==> src/rtl/pwmq_pkg.sv <==
package pwmq_pkg;
  localparam int ADDR_W    = 4;
  localparam int RDATA_W   = 16;
  localparam int SAMPLE_W  = 12;
  localparam int Q_DEPTH   = 3;
  localparam int FULL_BIT  = 15;
  localparam int EMPTY_BIT = 14;
  localparam logic [ADDR_W-1:0] OFS_LEFT  = 4'h4;
  localparam logic [ADDR_W-1:0] OFS_RIGHT = 4'h6;
  localparam logic [ADDR_W-1:0] OFS_BOTH  = 4'h8;
endpackage

==> src/rtl/pwmq_regif.sv <==
module pwmq_regif
  import pwmq_pkg::*;
(
  input  logic               we_i,
  input  logic [ADDR_W-1:0]  addr_i,
  input  logic [1:0]         full_i,   // [0] left, [1] right
  input  logic [1:0]         empty_i,
  output logic [1:0]         push_o,
  output logic [RDATA_W-1:0] rdata_o
);
  logic sel_l, sel_r, sel_b;

  assign sel_l = (addr_i == OFS_LEFT);
  assign sel_r = (addr_i == OFS_RIGHT);
  assign sel_b = (addr_i == OFS_BOTH);

  assign push_o[0] = we_i & (sel_l | sel_b);
  assign push_o[1] = we_i & (sel_r | sel_b);

  always_comb begin
    rdata_o = '0;
    if (sel_l) begin
      rdata_o[FULL_BIT]  = full_i[0];
      rdata_o[EMPTY_BIT] = empty_i[0];
    end else if (sel_r || sel_b) begin
      rdata_o[FULL_BIT]  = full_i[1];
      rdata_o[EMPTY_BIT] = empty_i[1];
    end
  end
endmodule

==> src/rtl/pwmq_chan.sv <==
module pwmq_chan #(
  parameter int SW    = 12,
  parameter int DEPTH = 3
) (
  input  logic          clk_i,
  input  logic          rst_ni,
  input  logic          tick_i,
  input  logic          push_i,
  input  logic [SW-1:0] din_i,
  output logic [SW-1:0] cur_o,
  output logic          full_o,
  output logic          empty_o
);
  localparam int OCC_W = $clog2(DEPTH + 1);
  localparam logic [OCC_W-1:0] OCC_MAX = OCC_W'(DEPTH);

  logic [SW-1:0]    q_r [DEPTH];
  logic [SW-1:0]    q_t [DEPTH];
  logic [SW-1:0]    q_n [DEPTH];
  logic [OCC_W-1:0] occ_r, occ_t, occ_n;
  logic [SW-1:0]    cur_r, cur_n;

  // tick shift first, then push on the shifted state
  always_comb begin
    cur_n = cur_r;
    occ_t = occ_r;
    for (int i = 0; i < DEPTH; i++) q_t[i] = q_r[i];
    if (tick_i && occ_r != '0) begin
      cur_n = q_r[0];
      for (int i = 0; i < DEPTH - 1; i++) q_t[i] = q_r[i+1];
      occ_t = occ_r - OCC_W'(1);
    end
    occ_n = occ_t;
    for (int i = 0; i < DEPTH; i++) q_n[i] = q_t[i];
    if (push_i) begin
      if (occ_t == OCC_MAX) begin
        for (int i = 0; i < DEPTH - 1; i++) q_n[i] = q_t[i+1];
        q_n[DEPTH-1] = din_i;
      end else begin
        for (int i = 0; i < DEPTH; i++)
          if (occ_t == OCC_W'(i)) q_n[i] = din_i;
        occ_n = occ_t + OCC_W'(1);
      end
    end
  end

  always_ff @(posedge clk_i or negedge rst_ni) begin
    if (!rst_ni) begin
      cur_r <= '0;
      occ_r <= '0;
      for (int i = 0; i < DEPTH; i++) q_r[i] <= '0;
    end else begin
      cur_r <= cur_n;
      occ_r <= occ_n;
      for (int i = 0; i < DEPTH; i++) q_r[i] <= q_n[i];
    end
  end

  assign cur_o   = cur_r;
  assign full_o  = (occ_r == OCC_MAX);
  assign empty_o = (occ_r == '0);

  AST_TICK_HOLD: assert property (@(posedge clk_i) disable iff (!rst_ni)
    tick_i && occ_r == '0 |=> $stable(cur_o));
  AST_TICK_LOAD: assert property (@(posedge clk_i) disable iff (!rst_ni)
    tick_i && occ_r != '0 |=> cur_o == $past(q_r[0]));
  AST_PUSH_GROW: assert property (@(posedge clk_i) disable iff (!rst_ni)
    push_i && !tick_i && occ_r != OCC_MAX |=> occ_r == $past(occ_r) + OCC_W'(1));
  AST_FULL_KEEP: assert property (@(posedge clk_i) disable iff (!rst_ni)
    push_i && !tick_i && full_o |=> full_o && $stable(cur_o));
  AST_FLAG_EXCL: assert property (@(posedge clk_i) disable iff (!rst_ni)
    !(full_o && empty_o));
endmodule

==> src/rtl/pwmq_top.sv <==
module pwmq_top
  import pwmq_pkg::*;
(
  input  logic                clk_i,
  input  logic                rst_ni,
  input  logic                bus_we_i,
  input  logic [ADDR_W-1:0]   bus_addr_i,
  input  logic [SAMPLE_W-1:0] bus_wdata_i,
  output logic [RDATA_W-1:0]  bus_rdata_o,
  input  logic                tick_i,
  output logic [SAMPLE_W-1:0] left_o,
  output logic [SAMPLE_W-1:0] right_o
);
  localparam int NCH = 2;

  logic [NCH-1:0]      push, full, empty;
  logic [SAMPLE_W-1:0] cur [NCH];

  pwmq_regif u_regif (
    .we_i    (bus_we_i),
    .addr_i  (bus_addr_i),
    .full_i  (full),
    .empty_i (empty),
    .push_o  (push),
    .rdata_o (bus_rdata_o)
  );

  for (genvar c = 0; c < NCH; c++) begin : g_ch
    pwmq_chan #(.SW(SAMPLE_W), .DEPTH(Q_DEPTH)) u_chan (
      .clk_i   (clk_i),
      .rst_ni  (rst_ni),
      .tick_i  (tick_i),
      .push_i  (push[c]),
      .din_i   (bus_wdata_i),
      .cur_o   (cur[c]),
      .full_o  (full[c]),
      .empty_o (empty[c])
    );
  end

  assign left_o  = cur[0];
  assign right_o = cur[1];

  AST_MONO_BOTH: assert property (@(posedge clk_i) disable iff (!rst_ni)
    bus_we_i && bus_addr_i == OFS_BOTH |-> push == 2'b11);
endmodule

==> config.mk <==
export PLATFORM = sky130hd
export DESIGN_NAME = pwmq_top
export DESIGN_NICKNAME = d
export VERILOG_FILES = /design/src/rtl/pwmq_pkg.sv /design/src/rtl/pwmq_regif.sv /design/src/rtl/pwmq_chan.sv /design/src/rtl/pwmq_top.sv
export SDC_FILE = /design/constraint.sdc
export NUM_CORES = 1
export LEC_CHECK = 0
export BUFFER_PORTS_ARGS = -buffer_cell sky130_fd_sc_hd__buf_4
export CAP_MARGIN = 20
export CORE_MARGIN = 2
export CORE_UTILIZATION = 58
export CTS_CLUSTER_SIZE = 30
export DETAILED_ROUTE_END_ITERATION = 6
export PLACE_DENSITY_LB_ADDON = 0.2
export SLEW_MARGIN = 20
export SYNTH_ARGS = -nofsm -noshare
export SYNTH_HDL_FRONTEND = slang
export SYNTH_SLANG_ARGS = --single-unit
==> constraint.sdc <==
create_clock -name clk_i -period 3 [get_ports clk_i]
set_input_delay 0.9 -clock clk_i [delete_from_list [all_inputs] [get_ports clk_i]]
set_output_delay 0.9 -clock clk_i [all_outputs]
set_load 0.05 [all_outputs]
==> summary.txt <==
top post-synthesis cells by area -> dfrtp_1 50%, mux2i_1 9.8%, nand2_1 9.6%
Fin Setup TNS -> 0 ps
Synth Area in Compound Gates -> 0.143
Worst EP arrival -> 1900 ps
Hold Path Class -> reg -> reg
fraction of layout cells with a size suffix above 1 -> 0.180
commonest cells in the synthesized netlist -> 127 x nand2_1, 100 x dfrtp_1, 49 x mux2i_1, 40 x inv_1, 25 x o21ai_0
Sink Count -> 100
worst vdd ir -> 0.565 mV
first-pass GRT wire length -> 18.1 mm
Detail Placement HPWL -> 7.34 mm
average cell area after synthesis -> 9.86 sq um
die area -> 9360 sq um
number of fillers in the final layout -> 659
Yosys top cell area share -> 0.502
power per cell area -> 1080 nW/um^2
register area -> 2500 sq um
CTS resizes -> 0
GPL Wtd Cong -> 0.806
Critical Setup Path Class -> reg -> out
Max Cap Violations -> 0
Netlist cell types -> 41
#FFs+latches synth -> 100
Diodes inserted -> 0
multi-input logic area -> 2130 sq um
CTS clk-pin slew, worst paths -> 100 ps
IO Count -> 60
H-Tree Level Count -> 3
Port Buffers -> 45
actual slew at the worst max-slew pin -> 1070 ps
initial antenna violation count -> 0
crit share post-route -> 0.932
Worst setup EP type -> primary output
root buffer cell -> clkbuf_8
Total GRT Usage -> 0.237
starting density of the core -> 0.604
Post-Synthesis Cell Area -> 4990 sq um
pin count of the biggest net entering global routing -> 56
Final ANT Viol Nets -> 0
Synth Area in Adders -> 0.0100
Nets -> 570
status -> complete, no violations
Slew Viols, Final -> 0
routed wire length -> 10.8 mm
Cell Rows -> 33
GR Overflow Total -> 0
largest fanout on the critical path -> 8
number of hold violations in the final report -> 0
CTS tree -> yes
DRC errors left -> 0
area grow syn2layout -> 11.5%
Place WS -> 228 ps
post-CTS setup buffers -> 0
CORE AREA -> 8260 sq um
vias in the first global route -> 3591
drt wl/cell -> 16.4 microns
xor-xnor portion of the synthesized cell area -> 0.00527
Fmax -> 357 MHz
cts bufs inserted -> 9
Async SR Flop Fraction -> 1.00
Clk Latency, worst-skew pair -> 370 ps
Worst Path Required -> 2100 ps
Setup violations, final -> 0
Mapped Cells -> 506
multiplexer area fraction after synthesis -> 0.125
drt via density -> 5.80
die height -> 96.8 microns
RSZ-0062 raised after global routing -> false
crit start category -> register
relative slew slack -> 0.288
largest family of logic cells by synthesized area -> compound AO/OA/AOI/OAI gates
Max Root-Sink Buffers -> 2
sequential share of the synthesized area -> 0.502
Final min period -> 2800 ps
Leakage Power -> 0.00277 uW
Main synth FF type -> dfrtp_1
simple-gate portion of the synthesized area -> 0.131
vias -> 3802
Post-CTS Hold Fix Bufs -> 0
Initial DRT Pass Iterations -> 6
most common cell in the synthesized netlist -> nand2_1
Worst Setup Slack, final -> 203 ps
EDFF count, synth -> 0
Synth Warn # -> 0
Initial DRC Count -> 367
Setup Skew -> 8.71 ps
dominant cell type by area after synthesis -> dfrtp_1
DIE WIDTH -> 96.8 microns
-- cell families (layout without fill, tap and decap cells) --
| family | Yosys count | in the layout |
|---|---|---|
| and+or+nand+nor | 155 | 155 |
| DFF | 100 | 100 |
| AOI/OAI and AO/OA | 96 | 96 |
| buffers and inverters | 86 | 117 |
| muxes | 61 | 61 |
| adders and majority gates | 4 | 4 |
| xor gates and xnor gates | 3 | 3 |
| other | 1 | 14 |
-- flip-flops by register name, summed over array words and instances (netlist names) --
signal / flops
g_ch.u_chan.occ_r: 4
g_ch.u_chan.q_r: 72
g_ch.u_chan.cur_o: 24
-- final cells by class --
class,instances,share of cell area
sequential,100,0.450
multi-input combinational,333,0.382
timing repair buffer,62,0.0859
inverter,40,0.0270
tap,105,0.0236
clock buffer,9,0.0223
clock inverter,6,0.00877
-- critical path, cell delays in order (launching register included) --
cell	delay [ps]
dfrtp_2	470
inv_1	180
ha_1	310
a22oi_1	100
nor2_1	100
a31oi_1	50
nor2_1	120
buf_4	210
-- through the flow --
step	hold slack [ps]	instances	total power [uW]	util	cell area (sq um)
floorplan	438	519	4470	-	5040
detailed placement	452	640	5200	0.652	5390
global route	503	655	6410	0.673	5560
global placement	448	640	5080	0.652	5390
CTS	476	655	6000	0.673	5560
finish	473	655	5990	0.673	5560
-- path summary, 6_finish.rpt --
path,start,end,slack (ps),depth (start not counted)
min in group asynchronous,rst_ni,g_ch[1].u_chan.cur_o[1],580,1
setup / recovery,g_ch[1].u_chan.occ_r[0],bus_rdata_o[14],200,7
hold reg to reg,g_ch[1].u_chan.q_r[27],g_ch[1].u_chan.cur_o[3],470,2
setup reg to reg,g_ch[0].u_chan.occ_r[0],g_ch[0].u_chan.q_r[10],590,8
hold / removal,g_ch[1].u_chan.q_r[27],g_ch[1].u_chan.cur_o[3],470,2
max in group asynchronous,rst_ni,g_ch[1].u_chan.occ_r[0],1770,2
-- power by group --
group | total [uW] | switching (uW) | internal, uW
combinational | 2820 | 1760 | 1060
sequential | 2380 | 397 | 1980
clock | 789 | 485 | 304
-- metal layers --
metal  share of wire  vias up  track usage
met5               0        -            0
met4           0.010        0       0.0520
met3           0.058       10       0.0470
met2            0.47      133        0.362
met1            0.46     1859        0.356
li1                -     1800            -
-- cell usage in the layout, fill, tap and decap left out, drive strengths merged, types with 14 or more instances in the layout --
cell type and n:
a222oi 24, buf 62, conb 14, dfrtp 100, inv 42, mux2i 49, nand2 127, o21ai 27
No activity file was read; power rests on OpenSTA's default activity.
